**src/rtl/bx_pkg.sv**
```systemverilog
package bx_pkg;
  typedef enum logic {
    XFER_DATA = 1'b0,
    XFER_CTRL = 1'b1
  } xfer_kind_e;

  localparam int REQ_DATA = 0;
  localparam int REQ_STAT = 1;
  localparam int REQ_N    = 2;
endpackage

```
**src/rtl/bx_req_sync.sv**
```systemverilog
module bx_req_sync #(
  parameter int N      = 2,
  parameter int STAGES = 2
) (
  input  logic         clk,
  input  logic         rst_n,
  input  logic [N-1:0] req_i,
  output logic [N-1:0] rise_o
);
  for (genvar g = 0; g < N; g++) begin : g_req
    // STAGES synchronizer flops plus one history flop
    logic [STAGES:0] sh;
    always_ff @(posedge clk) begin
      if (!rst_n) sh <= '0;
      else        sh <= {sh[STAGES-1:0], req_i[g]};
    end
    assign rise_o[g] = sh[STAGES-1] & ~sh[STAGES];

    AST_RISE_SINGLE: assert property (@(posedge clk) disable iff (!rst_n)
      rise_o[g] |=> !rise_o[g]);
  end
endmodule

```
**src/rtl/bx_sck_gen.sv**
```systemverilog
module bx_sck_gen #(
  parameter int HALF  = 4,
  parameter int CNT_W = 3
) (
  input  logic clk,
  input  logic rst_n,
  input  logic start_i,
  input  logic run_i,
  output logic sck_o,
  output logic rise_o,
  output logic fall_o
);
  localparam logic [CNT_W-1:0] RELOAD = CNT_W'(HALF - 1);

  logic [CNT_W-1:0] cnt;
  logic             sck_q;

  always_ff @(posedge clk) begin
    if (!rst_n) begin
      cnt   <= '0;
      sck_q <= 1'b0;
    end else if (start_i) begin
      cnt   <= RELOAD;
      sck_q <= 1'b0;
    end else if (run_i) begin
      if (cnt == '0) begin
        cnt   <= RELOAD;
        sck_q <= ~sck_q;
      end else begin
        cnt <= cnt - 1'b1;
      end
    end
  end

  assign sck_o  = sck_q;
  assign rise_o = run_i && (cnt == '0) && !sck_q;
  assign fall_o = run_i && (cnt == '0) &&  sck_q;

  AST_SCK_LOW_WHEN_STOPPED: assert property (@(posedge clk) disable iff (!rst_n)
    (!run_i && !start_i) |-> !sck_o);
endmodule

```
**src/rtl/bx_shifter.sv**
```systemverilog
module bx_shifter #(
  parameter int W = 8
) (
  input  logic         clk,
  input  logic         rst_n,
  input  logic         load_i,
  input  logic [W-1:0] load_val_i,
  input  logic         rise_i,
  input  logic         fall_i,
  input  logic         sin_i,
  output logic         sout_o,
  output logic [W-1:0] rx_o
);
  logic [W-1:0] tx_q;
  logic [W-1:0] rx_q;

  always_ff @(posedge clk) begin
    if (!rst_n) begin
      tx_q <= '0;
      rx_q <= '0;
    end else if (load_i) begin
      tx_q <= load_val_i;
      rx_q <= '0;
    end else begin
      if (fall_i) tx_q <= {tx_q[W-2:0], 1'b0};
      if (rise_i) rx_q <= {rx_q[W-2:0], sin_i};
    end
  end

  assign sout_o = tx_q[W-1];
  assign rx_o   = rx_q;
endmodule

```
**src/rtl/bx_serial_master.sv**
```systemverilog
module bx_serial_master
  import bx_pkg::*;
#(
  parameter int CLK_HZ      = 8_000_000,
  parameter int SCK_HZ      = 1_000_000,
  parameter int W           = 8,
  parameter int SYNC_STAGES = 2
) (
  input  logic         clk,
  input  logic         rst_n,
  input  logic         data_req_i,
  input  logic         stat_req_i,
  input  logic [W-1:0] status_i,
  input  logic         sin_i,
  output logic         sck_o,
  output logic         sout_o,
  output logic         serial_oe_o,
  output logic         busy_n_o,
  input  logic         out_ready_i,
  output logic         out_valid_o,
  output logic [W-1:0] out_data_o,
  output logic         out_is_ctrl_o
);
  localparam int HALF  = (CLK_HZ / (2 * SCK_HZ)) < 1 ? 1 : CLK_HZ / (2 * SCK_HZ);
  localparam int CNT_W = $clog2(HALF + 1);
  localparam int BIT_W = $clog2(W);
  localparam logic [BIT_W-1:0] LAST_BIT = BIT_W'(W - 1);

  logic [REQ_N-1:0] req_rise;
  logic             stat_pend, data_pend;
  logic             active;
  xfer_kind_e       kind;
  logic [BIT_W-1:0] bitn;
  logic             take_ctrl, take_data, start;
  logic             sck_rise, sck_fall;
  logic [W-1:0]     rx_byte;
  logic [W-1:0]     load_val;

  bx_req_sync #(.N(REQ_N), .STAGES(SYNC_STAGES)) i_sync (
    .clk    (clk),
    .rst_n  (rst_n),
    .req_i  ({stat_req_i, data_req_i}),
    .rise_o (req_rise)
  );

  // Arbitration: status exchange outranks data fetch; fetch needs consumer room
  assign take_ctrl = !active && stat_pend;
  assign take_data = !active && !stat_pend && data_pend && out_ready_i;
  assign start     = take_ctrl || take_data;
  assign load_val  = take_ctrl ? status_i : '0;

  always_ff @(posedge clk) begin
    if (!rst_n) begin
      stat_pend <= 1'b0;
      data_pend <= 1'b0;
    end else begin
      stat_pend <= req_rise[REQ_STAT] | (stat_pend & ~take_ctrl);
      data_pend <= req_rise[REQ_DATA] | (data_pend & ~take_data);
    end
  end

  bx_sck_gen #(.HALF(HALF), .CNT_W(CNT_W)) i_sck (
    .clk     (clk),
    .rst_n   (rst_n),
    .start_i (start),
    .run_i   (active),
    .sck_o   (sck_o),
    .rise_o  (sck_rise),
    .fall_o  (sck_fall)
  );

  bx_shifter #(.W(W)) i_shift (
    .clk        (clk),
    .rst_n      (rst_n),
    .load_i     (start),
    .load_val_i (load_val),
    .rise_i     (sck_rise),
    .fall_i     (sck_fall),
    .sin_i      (sin_i),
    .sout_o     (sout_o),
    .rx_o       (rx_byte)
  );

  always_ff @(posedge clk) begin
    if (!rst_n) begin
      active        <= 1'b0;
      kind          <= XFER_DATA;
      bitn          <= '0;
      out_valid_o   <= 1'b0;
      out_data_o    <= '0;
      out_is_ctrl_o <= 1'b0;
    end else begin
      out_valid_o <= 1'b0;
      if (start) begin
        active <= 1'b1;
        kind   <= take_ctrl ? XFER_CTRL : XFER_DATA;
        bitn   <= '0;
      end else if (sck_fall) begin
        if (bitn == LAST_BIT) begin
          active        <= 1'b0;
          out_valid_o   <= 1'b1;
          out_data_o    <= rx_byte;
          out_is_ctrl_o <= (kind == XFER_CTRL);
        end else begin
          bitn <= bitn + 1'b1;
        end
      end
    end
  end

  assign serial_oe_o = active;
  assign busy_n_o    = ~active;

  AST_IDLE_CLOCK_LOW: assert property (@(posedge clk) disable iff (!rst_n)
    !serial_oe_o |-> !sck_o);
  AST_SOUT_HELD_HIGH: assert property (@(posedge clk) disable iff (!rst_n)
    (sck_o && $past(sck_o)) |-> $stable(sout_o));
  AST_VALID_PULSE: assert property (@(posedge clk) disable iff (!rst_n)
    out_valid_o |=> !out_valid_o);
  AST_VALID_WITH_END: assert property (@(posedge clk) disable iff (!rst_n)
    out_valid_o |-> $rose(busy_n_o));
  AST_FETCH_NEEDS_READY: assert property (@(posedge clk) disable iff (!rst_n)
    ($fell(busy_n_o) && kind == XFER_DATA) |-> $past(out_ready_i));
  AST_STATUS_FIRST: assert property (@(posedge clk) disable iff (!rst_n)
    (stat_pend && data_pend && !active) |=> (kind == XFER_CTRL));
endmodule

```
**config.mk**
```make
export PLATFORM = sky130hd
export DESIGN_NAME = bx_serial_master
export DESIGN_NICKNAME = d
export VERILOG_FILES = /design/src/rtl/bx_pkg.sv /design/src/rtl/bx_req_sync.sv /design/src/rtl/bx_sck_gen.sv /design/src/rtl/bx_shifter.sv /design/src/rtl/bx_serial_master.sv
export SDC_FILE = /design/constraint.sdc
export NUM_CORES = 1
export LEC_CHECK = 0
export ABC_AREA = 1
export BUFFER_PORTS_ARGS = -buffer_cell sky130_fd_sc_hd__clkbuf_2
export CORE_ASPECT_RATIO = 2
export CORE_MARGIN = 3
export CORE_UTILIZATION = 50
export DETAILED_ROUTE_END_ITERATION = 10
export GPL_ROUTABILITY_DRIVEN = 0
export MAX_ROUTING_LAYER = met4
export PLACE_DENSITY = 0.69
export SLEW_MARGIN = 20
export SYNTH_ARGS = -nofsm -noshare
export SYNTH_HDL_FRONTEND = slang
export SYNTH_SLANG_ARGS = --single-unit
```
**constraint.sdc**
```tcl
create_clock -name clk -period 3.3 [get_ports clk]
set_clock_uncertainty 0.1 [all_clocks]
set_input_delay 0.99 -clock clk [delete_from_list [all_inputs] [get_ports clk]]
set_output_delay 0.99 -clock clk [all_outputs]
set_load 0.1 [all_outputs]
```
==> results.sh <==
export IMPL_syn_area_um2=1860
export IMPL_cts_buffer_depth=2
export IMPL_cts_resized=0
export IMPL_routed_wl_mm=3.47
export IMPL_synth_edf_count=0
export IMPL_path_cells="buf_4 -> clkbuf_2"
export IMPL_fmax_mhz=385
export IMPL_core_um2=3490
export IMPL_die_w_um=49.1
export IMPL_layout_commonest_cell="nand2_1"
export IMPL_synth_cell_type_count=24
export IMPL_numClockSinks=43
export IMPL_async_flop_share=0
export IMPL_synth_top_cell_area_share=0.464
export IMPL_maxCapViolCount=0
export IMPL_drtAntennaViolNets=0
export IMPL_initial_core_util=0.532
export IMPL_wl_met3_um=145
export IMPL_worstMarginPinSlew_ns=0.545
export IMPL_most_common_layout_cells="nand2_1 (50), dfxtp_1 (43), nor2_1 (40), inv_1 (30), clkbuf_2 (27)"
export IMPL_numPortBuffers=27
export IMPL_cp_slowest_cell="clkbuf_2"
export IMPL_min_path_type="flip-flop to flip-flop"
export IMPL_leakage_nw=1.03
export IMPL_firstDrtPassIters=4
export IMPL_io_pins=28
export IMPL_cp_max_fo=14
export IMPL_worstPathRequired_ns=2.21
export IMPL_reg2reg_from="i_sck.cnt[0]"
export IMPL_rsz0062_at_grt="no"
export IMPL_antenna_diode_count=0
export IMPL_synth_flop_cell="dfxtp_1"
export IMPL_syn_inst=241
export IMPL_drc_errors=0
export IMPL_vias=1516
export IMPL_antenna_found_initial=0
export IMPL_routedWlPerCell_um=11.0
export IMPL_cpPeakStageDelay_ns=0.49
export IMPL_layout_drive_gt1_share=0.176
export IMPL_cp_startpoint="serial_oe_o"
export IMPL_met1_length_mm=1.38
export IMPL_synth_top_area_cell="dfxtp_1"
export IMPL_area_growth_pct=10.9
export IMPL_cts_root_buffer="clkbuf_8"
export IMPL_p_total_w=0.000986
export IMPL_fin_crit_sh=0.787
export IMPL_cts_tree="done"
export IMPL_synthTopCellsByArea="dfxtp_1 (46%), nand2_1 (10%), nor2_1 (8.1%)"
export IMPL_peakVddDrop_uv=374
export IMPL_post_cts_buffers=0
export IMPL_yosysSeqAreaShare=0.464
export IMPL_grt_max_degree=26
export IMPL_clk_pin_slew_ns=0.08
export IMPL_path_buf_inv=2
export IMPL_gr_total_overflow=0
export IMPL_die_area_um2=4530
export IMPL_grt_pass1_wl_mm=6.16
export IMPL_wl_met2_mm=1.86
export IMPL_fin_tns_setup_ns=0
export IMPL_yosysWarnings=0
export IMPL_cp_start_kind="flip-flop"
export IMPL_drt_initial_drc_count=33
export IMPL_p_per_area_nw_per_um2=479
export IMPL_worst_setup_path_end_kind="output pin"
export IMPL_synth_nets=260
export IMPL_die_h_um=92.2
export IMPL_topRoutingLayerUsed="met4"
export IMPL_post_route_min_period_ns=2.60
export IMPL_grt_usage=0.181
export IMPL_hold_viol_final=0
export IMPL_run_status="finished clean"
export IMPL_synth_avg_cell_area_um2=7.70
export IMPL_fillers=358
export IMPL_cp_top_family="buffers and inverters"
export IMPL_cts_hold_buffers=0
export IMPL_dp_hpwl_mm=2.44
export IMPL_rows=30
export IMPL_setup_violations=0
export IMPL_nets=285
export IMPL_htreeDepth=2
export IMPL_path_class="flip-flop to output pin"
export IMPL_clk_latency_ns=0.29
export IMPL_arrival_ns=1.51
export IMPL_ys_ff_latch=43
export IMPL_numCtsBuffers=5
export IMPL_slew_violations=0
export IMPL_slew_headroom=0.638
export IMPL_viasPerCell=4.81
export IMPL_grt_pass1_vias=1416
export IMPL_hold_path_startpoint="i_sync.g_req[0].sh[0]"
-- stage by stage --
| step | utilization | area (um^2) | instances | worst slack [ns] | hold slack, ns |
|---|---|---|---|---|---|
| floorplan | - | 1860 | 241 | 0.514 | 0.290 |
| global placement | 0.566 | 1970 | 307 | 1.04 | 0.292 |
| detailed placement | 0.566 | 1970 | 307 | 1.03 | 0.300 |
| CTS | 0.590 | 2060 | 315 | 0.697 | 0.320 |
| global route | 0.590 | 2060 | 315 | 0.609 | 0.331 |
| finish | 0.590 | 2060 | 315 | 0.704 | 0.317 |
-- synthesized netlist by cell type (2+ instances only) --
master    n
nand2_1  50
dfxtp_1  43
nor2_1   40
inv_1    30
nand4_1  16
a21oi_1  15
nand3_1  13
buf_6     6
ha_1      5
o21ai_0   4
a31oi_1   2
buf_1     2
buf_2     2
nand2_2   2
nand2_4   2
-- per-layer routing --
layer / vias up / GRT usage
met5: - / -
met4: 0 / 0.0926
met3: 6 / 0.0504
met2: 34 / 0.320
met1: 668 / 0.176
li1: 808 / -
-- where the power goes --
part	leakage [nW]	total, W	internal (W)	switching [W]
logic	0.642	0.000118	0.0000327	0.0000852
clock network	0.0412	0.000324	0.000148	0.000176
registers	0.349	0.000544	0.000534	0.00000988
total	1.03	0.000986	0.000715	0.000271
-- flip-flops by register name, summed over array words and instances (netlist names), 3 cells and up --
name             count
i_shift.rx_o         8
i_sck.cnt            3
bitn                 3
out_data_o           8
i_sync.g_req.sh      6
i_shift.tx_q         8
-- final cells by class --
cell class,instances,area (um^2),share of cell area
clock buffer,6,72.6,0.0352
clock inverter,2,12.5,0.00608
inverter,31,116,0.0565
multi-input combinational,156,787,0.382
sequential,43,861,0.418
tap,48,60.1,0.0292
timing repair buffer,29,150,0.0729
-- worst reg2reg max path, delay by kind of cell (launching register included) --
kind / cells / cell delay (ns)
compound gates: 1 / 0.06
flops: 1 / 0.32
fa+ha+maj: 2 / 0.63
buf+inv: 2 / 0.17
simple gates: 3 / 0.54
-- logic make-up after synthesis --
logic type	share of synthesized area
and+or+nand+nor	0.327
DFF	0.464
buffers and inverters	0.113
AOI/OAI and AO/OA	0.0627
adders and majority gates	0.0337
-- path summary, 6_finish.rpt --
| path | end | slack (ns) | cells after the start |
|---|---|---|---|
| max | serial_oe_o | 0.70 | 2 |
| min | i_sync.g_req[0].sh[1] | 0.32 | 2 |
| max reg2reg | bitn[0] | 1.38 | 8 |
| min reg2reg | i_sync.g_req[0].sh[1] | 0.32 | 2 |
No activity file was read; power rests on OpenSTA's default activity.
